`src/rtl/efs_pkg.sv`:
```
package efs_pkg;

    localparam int TIM_W   = 32;
    localparam int SHORT_W = 4;
    localparam int LONG_W  = 12;
    localparam logic [TIM_W-1:0] TIM_RESET = 32'h003E_8210;

    // Field order fixed by the timing word layout (MSB first).
    typedef struct packed {
        logic [SHORT_W-1:0] ctl_hold;
        logic [SHORT_W-1:0] adr_hold;
        logic [LONG_W-1:0]  wr_width;
        logic [SHORT_W-1:0] rd_width;
        logic [SHORT_W-1:0] adr_setup;
        logic [SHORT_W-1:0] ctl_setup;
    } efs_timing_t;

    typedef enum logic [2:0] {
        ST_IDLE,
        ST_CTL_SETUP,
        ST_ADDR_SETUP,
        ST_STROBE_HIGH,
        ST_ADDR_HOLD,
        ST_CTL_HOLD
    } efs_state_e;

endpackage

```
`src/rtl/efs_timing_reg.sv`:
```
module efs_timing_reg
    import efs_pkg::*;
(
    input  logic             clk,
    input  logic             rst_n,
    input  logic             we,
    input  logic             lock,
    input  logic [TIM_W-1:0] wdata,
    output logic [TIM_W-1:0] q
);

    always_ff @(posedge clk or negedge rst_n) begin
        if (!rst_n) begin
            q <= TIM_RESET;
        end else if (we && !lock) begin
            q <= wdata;
        end
    end

endmodule

```
`src/rtl/efs_down_counter.sv`:
```
module efs_down_counter #(
    parameter int W = 12
) (
    input  logic         clk,
    input  logic         rst_n,
    input  logic         load,
    input  logic [W-1:0] load_val,
    output logic         expired
);

    logic [W-1:0] cnt;

    always_ff @(posedge clk or negedge rst_n) begin
        if (!rst_n) begin
            cnt <= '0;
        end else if (load) begin
            cnt <= load_val;
        end else if (cnt != '0) begin
            cnt <= cnt - 1'b1;
        end
    end

    assign expired = (cnt == '0);

endmodule

```
`src/rtl/efs_read_capture.sv`:
```
module efs_read_capture #(
    parameter int DATA_W = 128
) (
    input  logic              clk,
    input  logic              rst_n,
    input  logic              capture,
    input  logic [DATA_W-1:0] din,
    output logic [DATA_W-1:0] q
);

    always_ff @(posedge clk or negedge rst_n) begin
        if (!rst_n) begin
            q <= '0;
        end else if (capture) begin
            q <= din;
        end
    end

endmodule

```
`src/rtl/efuse_strobe_seq.sv`:
```
module efuse_strobe_seq
    import efs_pkg::*;
#(
    parameter int ADDR_W = 7,
    parameter int DATA_W = 128
) (
    input  logic              clk,
    input  logic              rst_n,
    input  logic              tim_we,
    input  logic [31:0]       tim_wdata,
    output logic [31:0]       tim_q,
    input  logic              start,
    input  logic              wr_mode,
    input  logic [ADDR_W-1:0] addr,
    output logic              busy,
    output logic              done,
    output logic [DATA_W-1:0] rdata,
    output logic              fuse_csb,
    output logic              fuse_pgen,
    output logic              fuse_load,
    output logic              fuse_strobe,
    output logic [ADDR_W-1:0] fuse_addr,
    input  logic [DATA_W-1:0] fuse_rdata
);

    localparam int CNT_W = LONG_W;
    localparam int PAD_W = CNT_W - SHORT_W;

    efs_state_e        state, state_nx;
    efs_timing_t       tcfg;
    logic              wr_q;
    logic [ADDR_W-1:0] addr_q;
    logic              done_q;
    logic              cnt_load;
    logic [CNT_W-1:0]  cnt_val;
    logic              cnt_expired;
    logic              capture;
    logic              finish;
    logic [CNT_W-1:0]  strobe_len;

    assign busy = (state != ST_IDLE);
    assign done = done_q;

    // Timing word: frozen during an access and in the cycle a start is taken.
    efs_timing_reg u_timing (
        .clk   (clk),
        .rst_n (rst_n),
        .we    (tim_we),
        .lock  (busy || start),
        .wdata (tim_wdata),
        .q     (tim_q)
    );

    assign tcfg = efs_timing_t'(tim_q);

    assign strobe_len = wr_q ? tcfg.wr_width : {{PAD_W{1'b0}}, tcfg.rd_width};

    efs_down_counter #(.W(CNT_W)) u_phase_cnt (
        .clk      (clk),
        .rst_n    (rst_n),
        .load     (cnt_load),
        .load_val (cnt_val),
        .expired  (cnt_expired)
    );

    efs_read_capture #(.DATA_W(DATA_W)) u_capture (
        .clk     (clk),
        .rst_n   (rst_n),
        .capture (capture),
        .din     (fuse_rdata),
        .q       (rdata)
    );

    // Next phase and counter reload.
    always_comb begin
        state_nx = state;
        cnt_load = 1'b0;
        cnt_val  = '0;
        capture  = 1'b0;
        finish   = 1'b0;
        unique case (state)
            ST_IDLE: begin
                if (start) begin
                    state_nx = ST_CTL_SETUP;
                    cnt_load = 1'b1;
                    cnt_val  = {{PAD_W{1'b0}}, tcfg.ctl_setup};
                end
            end
            ST_CTL_SETUP: begin
                if (cnt_expired) begin
                    cnt_load = 1'b1;
                    if (tcfg.adr_setup != '0) begin
                        state_nx = ST_ADDR_SETUP;
                        cnt_val  = {{PAD_W{1'b0}}, tcfg.adr_setup - 1'b1};
                    end else begin
                        state_nx = ST_STROBE_HIGH;
                        cnt_val  = strobe_len;
                    end
                end
            end
            ST_ADDR_SETUP: begin
                if (cnt_expired) begin
                    state_nx = ST_STROBE_HIGH;
                    cnt_load = 1'b1;
                    cnt_val  = strobe_len;
                end
            end
            ST_STROBE_HIGH: begin
                if (cnt_expired) begin
                    state_nx = ST_ADDR_HOLD;
                    cnt_load = 1'b1;
                    cnt_val  = {{PAD_W{1'b0}}, tcfg.adr_hold};
                    capture  = !wr_q;
                end
            end
            ST_ADDR_HOLD: begin
                if (cnt_expired) begin
                    state_nx = ST_CTL_HOLD;
                    cnt_load = 1'b1;
                    cnt_val  = {{PAD_W{1'b0}}, tcfg.ctl_hold};
                end
            end
            ST_CTL_HOLD: begin
                if (cnt_expired) begin
                    state_nx = ST_IDLE;
                    finish   = 1'b1;
                end
            end
            default: state_nx = ST_IDLE;
        endcase
    end

    // State register and per-access latches.
    always_ff @(posedge clk or negedge rst_n) begin
        if (!rst_n) begin
            state  <= ST_IDLE;
            wr_q   <= 1'b0;
            addr_q <= '0;
            done_q <= 1'b0;
        end else begin
            state  <= state_nx;
            done_q <= finish;
            if (state == ST_IDLE && start) begin
                wr_q   <= wr_mode;
                addr_q <= addr;
            end
        end
    end

    // Pin outputs decoded from the phase.
    always_comb begin
        fuse_csb    = 1'b1;
        fuse_pgen   = 1'b0;
        fuse_load   = 1'b0;
        fuse_strobe = 1'b0;
        fuse_addr   = '0;
        unique case (state)
            ST_IDLE: begin
                fuse_csb = 1'b1;
            end
            ST_CTL_SETUP, ST_CTL_HOLD: begin
                fuse_csb  = 1'b0;
                fuse_pgen = wr_q;
                fuse_load = !wr_q;
            end
            ST_ADDR_SETUP, ST_ADDR_HOLD: begin
                fuse_csb  = 1'b0;
                fuse_pgen = wr_q;
                fuse_load = !wr_q;
                fuse_addr = addr_q;
            end
            ST_STROBE_HIGH: begin
                fuse_csb    = 1'b0;
                fuse_pgen   = wr_q;
                fuse_load   = !wr_q;
                fuse_addr   = addr_q;
                fuse_strobe = 1'b1;
            end
            default: fuse_csb = 1'b1;
        endcase
    end

endmodule

```
`config.mk`:
```
export PLATFORM = sky130hd
export DESIGN_NAME = efuse_strobe_seq
export DESIGN_NICKNAME = d
export VERILOG_FILES = /design/src/rtl/efs_pkg.sv /design/src/rtl/efs_timing_reg.sv /design/src/rtl/efs_down_counter.sv /design/src/rtl/efs_read_capture.sv /design/src/rtl/efuse_strobe_seq.sv
export SDC_FILE = /design/constraint.sdc
export NUM_CORES = 1
export LEC_CHECK = 0
export BUFFER_PORTS_ARGS = -buffer_cell sky130_fd_sc_hd__clkbuf_2
export CAP_MARGIN = 10
export CORE_AREA = 2 2 133 135
export DETAILED_ROUTE_END_ITERATION = 10
export DIE_AREA = 0 0 135 137
export PLACE_DENSITY = 0.8
export SYNTH_ARGS = -nofsm -noshare
export SYNTH_HDL_FRONTEND = slang
export SYNTH_SLANG_ARGS = --single-unit
```
`constraint.sdc`:
```
create_clock -name clk -period 3 [get_ports clk]
set_clock_uncertainty 0.15 [all_clocks]
set_input_delay 0.45 -clock clk [delete_from_list [all_inputs] [get_ports clk]]
set_output_delay 0.45 -clock clk [all_outputs]
set_load 0.02 [all_outputs]
```
==> results.md, run 1 <==
* Status: complete, no violations
* Share of cells above drive strength 1 at 64.13%
* Final worst slack at ~0.34 ns
* Met2 routed WL at 10.48 mm
* Worst reg2reg path depth at 5
* Critical Path End: fuse_addr[1]
* Die height at 137 um
* Endpoints failing hold at 0
* Met3 WL at 1.349 mm
* Dominant cell type by area after synthesis: dfrtp_1
* Max Root-Sink Buffers at 2
* Num CTS Buffers at 17
* Wire length per cell at 18.64 um
* Die ar. at 18500 um^2
* Mapped Area at 8174 um^2
* Yosys warnings at 0
* Pleak at 5.664 nW
* Psw at 1.753 mW
* Register-to-register setup slack at 0.45 ns
* Worst-path clk slew at 0.07 ns
* CTS tree: done
* P per Cell Area at roughly 580 nW/um^2
* Reg-to-Reg Start: state[1]
* Die width at 135 um
* Layout Cells excl Fill at 1106
* Critical path endpoint category: primary output
* Most frequent cell after synthesis: dfrtp_1
* CP max FO at 14
* GRT Overall Usage at 22.09%
* Synth cell count leaders: dfrtp_1 (176), mux2_4 (120), mux2_2 (41)
* Fin nets at 1045
* Top FF cell, synth: dfrtp_1
* Setup crit start kind: register
* Total internal power at approximately 4.4 mW
* Clk sinks at 184
* ANT nets after route at 0
* EDFF count, synth at 0
* Setup Crit Path Kind: reg2out
* Met1 wire length at 8.087 mm
* Setup TNS at 0 ns
* CP max-delay cell: dfrtp_1
* Setup-failing EPs final at 0
* Via-to-Cell Ratio at 5.025
* Post-synthesis sequential area ratio at 56.45%
* Synth unique cells at 52
* # rows at 48
* Worst R2R End: u_capture.q[16]
* Clk root buf: clkbuf_16
* Maxcap violations at 0
* #FFs+latches synth at 184
* Clk pwr share at between 30% and 40%
* First-pass DRT Iterations at 5
* Slew headroom at 30.41%
* Synth top area share at 53.88%
* Dpl cells at 1074
* Fmax at about 0.38 GHz
* Antenna violations before repair at 0
* # diodes at 0
* Fin crit period at 2.657 ns
* DR DRC count at 0
* Sw frac at 28.61%
* Final period util at 88.56%
* Final Util at 62.04%
* Iter 0 DRT Violations at between 200 and 250
* Skew-Pair Late Insertion Delay at 0.43 ns
* Worst EP arrival at 2.06 ns
* Initial Util at 47.92%
* Grt total ovfl at 0
* Unrepaired setup endpoints after global routing: false
* Largest net degree at the start of global routing at 129
* Post-detail-place hpwl at 15.43 mm
* Gate Count Post-Synth at 520
* # port buffers at 344
* Worst Hold Class: in2reg
* Area Growth Syn to Fin at 29.45%
* Setup crit start: state[1]
* DRT Wirelength at 20.62 mm
* Async SR Flop Fraction at 100.0%
* Syn nets at 696
* First-pass GRT wire length at 31.10 mm
* Largest cells by area after synthesis: dfrtp_1 (54%), mux2_4 (22%), mux2_2 (5.6%), buf_12 (2.7%), dfstp_2 (2.6%)
* Worst path required time at ~2.4 ns
* Logic pwr share at between 10% and 20%
* Area of the core at 17060 um^2
* Io pins at about 350
* Sequential Power Share at between 40% and 50%
* # Post-CTS Setup Buffers at 0
* Vias at roughly 5600
* Worst vdd ir at about 400 uV
* Setup WS pre-CTS at 0.5489 ns
* CP cell instances: nor3b_2, nor2_1, buf_4, nor2b_1, clkbuf_2
* CP max stage delay at 0.55 ns
* Vias in the first global route at ~5700
* Routability Congestion at between 0.7 and 0.8
* Syn Area/Cell at 15.72 um^2
* Uppermost layer routed: met4
* Slew Viols, Final at 0
* Htree depth at 4
* Worst-Margin Slew at around 1.0 ns
## worst min-delay path by stage
stage               from   endpoint  slack, ns  cells past startpoint
6_report         addr[0]  addr_q[0]       0.06                      3
4_1_cts          addr[0]  addr_q[0]       0.04                      3
2_1_floorplan      rst_n  addr_q[0]      0.004                      0
3_3_place_gp   addr_q[0]  addr_q[0]       0.33                      2
5_1_grt          addr[3]  addr_q[3]       0.05                      3
3_5_place_dp   addr_q[0]  addr_q[0]       0.33                      2
## flip-flops by register name, indices dropped and copies added (netlist names)
register and cells:
u_capture.q 128, u_timing.q 32, u_phase_cnt.cnt 12, addr_q 7
state 3, done 1, wr_q 1
## metrics by stage
| stage | total power [mW] | area (um^2) | hold slack, ns |
|---|---|---|---|
| 4_1_cts | 6.194 | 10580 | 0.03511 |
| 5_1_grt | 6.403 | 10580 | 0.04821 |
| 6_report | 6.128 | 10580 | 0.05565 |
| 2_1_floorplan | 3.517 | 8174 | 0.004409 |
| 3_3_place_gp | 3.931 | 9987 | 0.3297 |
| 3_5_place_dp | 3.970 | 9987 | 0.3275 |
## critical path: cells and delay by family (launching register included)
family | cells | cell delay (ns)
flops | 1 | 0.55
simple gates | 3 | 0.71
buf+inv | 2 | 0.38
## layout by cell type (no fill, tap or decap), types with 8 or more instances in the layout
cell,instances
nor2b_1,11
dfstp_2,8
nand2_1,34
dfrtp_1,176
clkbuf_16,17
o2bb2ai_1,8
nor2_1,14
o21ai_0,8
clkbuf_2,343
mux2_2,41
mux2_4,120
## routing by layer
metal	vias up	global-route usage (%)
met1	2745	25.73
met3	39	5.630
met2	246	38.52
met5	-	0
li1	2528	-
met4	0	9.954
## logic make-up (layout without fill, tap and decap cells)
kind of cell             after synthesis  after routing  synth area share, %
AO/OA/AOI/OAI                         35             35                3.245
XOR/XNOR                              10             10                1.072
adder cells (fa/ha/maj)                4              4               0.6123
buffers and inverters                 30            391                3.949
flip-flops                           184            184                56.45
multiplexers                         167            167                28.42
AND/OR/NAND/NOR                       90             90                6.245
## cell type report
class                      count  area (um^2)
clock buffer                  17        425.4
clock inverter                14        153.9
fill                        1318         6475
inverter                       6        22.52
multi-input combinational    306         3251
sequential                   184         4614
tap                          225        281.5
timing repair buffer         354         1833
## power groups by stage
stage	Clock, mW	Sequential (mW)	Combinational (mW)
final	2.20	2.90	1.03
after global routing	2.37	2.92	1.11
after CTS	2.26	2.90	1.04
after detailed placement	0	2.94	1.03
after global placement	0	2.93	1.00
after floorplan	0	3.07	0.450
## what timing repair did
action	4_1_cts	5_1_grt
hold buffers	1	0
resized for setup	0	1
endpoints found under the hold margin	69	0
setup endpoints to repair	0	1
Note: power is estimated with default switching activity, not from simulation.
==> inputs of run 2 (changes only) <==
--- a/config.mk
+++ b/config.mk
@@ -7,10 +7,11 @@
 export LEC_CHECK = 0
 export BUFFER_PORTS_ARGS = -buffer_cell sky130_fd_sc_hd__clkbuf_2
 export CAP_MARGIN = 10
-export CORE_AREA = 2 2 133 135
+export CORE_AREA = 2 2 134 136
+export CTS_BUF_LIST = sky130_fd_sc_hd__clkbuf_4
 export DETAILED_ROUTE_END_ITERATION = 10
-export DIE_AREA = 0 0 135 137
-export PLACE_DENSITY = 0.8
+export DIE_AREA = 0 0 136 138
+export PLACE_DENSITY = 0.79
 export SYNTH_ARGS = -nofsm -noshare
 export SYNTH_HDL_FRONTEND = slang
 export SYNTH_SLANG_ARGS = --single-unit
==> run 2 against run 1 <==
Against the previous run: hold slack gained 0.074 ns; cell count grew 16%; critical path type unchanged; non-clock buffer count grew 170; clock power shrank 36%; largest power group unchanged; design area grew 13%; sequential share of layout area shrank 5.2 points; via count grew 15%; total power shrank 9.4%.
==> results.md, run 2 (synthesis results as in run 1) <==
* Routability Congestion at 0.8105 (was 0.7977)
* Final period util at 86.86% (was 88.56%)
* Max Root-Sink Buffers at 2 (unchanged)
* CTS tree: done (unchanged)
* Fmax at 0.3838 GHz (was 0.3764 GHz)
* Final instance area at 12010 um^2 (was 10580 um^2)
* Grt total ovfl at 0 (unchanged)
* Vias at 6394 (was 5558)
* Resized cells post-CTS at 0 (unchanged)
* P per Cell Area at 462.6 nW/um^2 (was 579.1 nW/um^2)
* Vias in the first global route at 6959 (was 5734)
* Setup Crit Path Kind: reg2out (unchanged)
* Worst vdd ir at 326.7 uV (was 394.8 uV)
* GRT Overall Usage at 26.27% (was 22.09%)
* Setup-failing EPs final at 0 (unchanged)
* Worst-path clk slew at 0.16 ns (was 0.07 ns)
* Worst EP arrival at 2.01 ns (was 2.06 ns)
* Area of the core at 17530 um^2 (was 17060 um^2)
* Die height at 138 um (was 137 um)
* DR DRC count at 0 (unchanged)
* Largest net degree at the start of global routing at 94 (was 129)
* Hold_buf cts at 169 (was 1)
* Worst-Margin Slew at 0.7290 ns (was 1.044 ns)
* First-pass GRT wire length at 38.01 mm (was 31.10 mm)
* DRT Wirelength at 24.59 mm (was 20.62 mm)
* Slew headroom at 51.40% (was 30.41%)
* Num CTS Buffers at 17 (unchanged)
* Htree depth at 4 (unchanged)
* CP max FO at 17 (was 14)
* Final worst slack at 0.3943 ns (was 0.3432 ns)
* Unrepaired setup endpoints after global routing: false (unchanged)
* Pleak at 6.262 nW (was 5.664 nW)
* Worst Hold Class: in2reg (unchanged)
* # port buffers at 344 (unchanged)
* Setup crit start kind: register (unchanged)
* Share of cells above drive strength 1 at 53.85% (was 64.13%)
* Endpoints failing hold at 0 (unchanged)
* Fin crit period at 2.606 ns (was 2.657 ns)
* Maxcap violations at 0 (unchanged)
* Area Growth Syn to Fin at 46.87% (was 29.45%)
* Iter 0 DRT Violations at 243 (was 226)
* Largest regs: u_capture.q: 128 flops, u_timing.q: 32 flops, u_phase_cnt.cnt: 12 flops (unchanged)
* # Post-CTS Setup Buffers at 0 (unchanged)
* Slew Viols, Final at 0 (unchanged)
* First-pass DRT Iterations at 4 (was 5)
* Worst path required time at 2.40 ns (about the same)
* Setup TNS at 0 ns (unchanged)
* Critical path endpoint category: primary output (unchanged)
* Final Util at 68.47% (was 62.04%)
* Clk sinks at 184 (unchanged)
* Wire length per cell at 19.20 um (was 18.64 um)
* Via-to-Cell Ratio at 4.991 (was 5.025)
* Footprint of the multi-input gates at 3246 um^2 (was 3251 um^2)
* Die ar. at 18770 um^2 (was 18500 um^2)
* Fin nets at 1215 (was 1045)
* Initial Util at 46.62% (was 47.92%)
* Max reg flops at 128 (unchanged)
* Skew-Pair Late Insertion Delay at 0.56 ns (was 0.43 ns)
* Commonest cells after routing, fill and taps aside: clkbuf_2 (343), dfrtp_1 (176), dlygate4sd3_1 (169) (was clkbuf_2 (343), dfrtp_1 (176), mux2_4 (120))
* # rows at 49 (was 48)
* Seq. cell area at 4614 um^2 (unchanged)
* Top reg by flops: u_capture.q (unchanged)
* Filler cells at 1158 (was 1318)
* Die width at 136 um (was 135 um)
* PnR Total Power at 5.554 mW (was 6.128 mW)
* Setup WS pre-CTS at 0.6887 ns (was 0.5489 ns)
* Status: complete, no violations (unchanged)
* Clk root buf: clkbuf_4 (was clkbuf_16)
* Post-detail-place hpwl at 15.08 mm (was 15.43 mm)
* ANT nets after route at 0 (unchanged)
* Io pins at 345 (unchanged)
* Commonest non-fill, non-tap cell in the layout: clkbuf_2 (unchanged)
* Antenna violations before repair at 1 (was 0)
* Placed Area at 10020 um^2 (was 9987 um^2)
-- run 2: layout make-up --
cell class | instances | share of cell area (%)
antenna | 1 | 0.02084
clock buffer | 17 | 1.063
clock inverter | 14 | 1.365
inverter | 6 | 0.1876
multi-input combinational | 306 | 27.03
sequential | 184 | 38.44
tap | 229 | 2.387
timing repair buffer | 524 | 29.50
-- run 2: routing by layer --
| layer | global-route usage, % | wire (um) |
|---|---|---|
| met5 | 0 | 0 |
| met2 | 46.44 | 12720 |
| met1 | 29.17 | 9131 |
| met3 | 6.417 | 1604 |
| met4 | 13.05 | 1141 |
-- run 2: metrics by stage --
step	std cells	hold WS (ns)
floorplan	520	0.004409
detailed placement	1080	0.3076
CTS	1280	0.08335
global placement	1080	0.3002
finish	1281	0.1292
global route	1281	0.08754
-- run 2: power breakdown --
group,switching [mW],internal (mW)
logic,0.596,0.637
clock network,0.961,0.452
registers,0.202,2.71
-- run 2: path summary, 6_finish.rpt --
| kind | cells after the start | endpoint | start | slack [ns] |
|---|---|---|---|---|
| min in group asynchronous | 2 | u_timing.q[31] | rst_n | 0.25 |
| max in group asynchronous | 3 | u_timing.q[21] | rst_n | 1.63 |
| min reg2reg | 2 | addr_q[1] | addr_q[1] | 0.34 |
| max reg2reg | 5 | u_capture.q[15] | u_phase_cnt.cnt[5] | 0.63 |
| max | 6 | fuse_addr[0] | state[2] | 0.39 |
| min | 4 | addr_q[1] | start | 0.13 |
-- run 2: critical path, cell delays in order, from the launching register on --
cell      delay [ns]
dfrtp_1         0.38
buf_4           0.22
nor3b_1         0.28
nor2_1          0.07
buf_4           0.17
nor2b_1         0.14
clkbuf_2        0.19
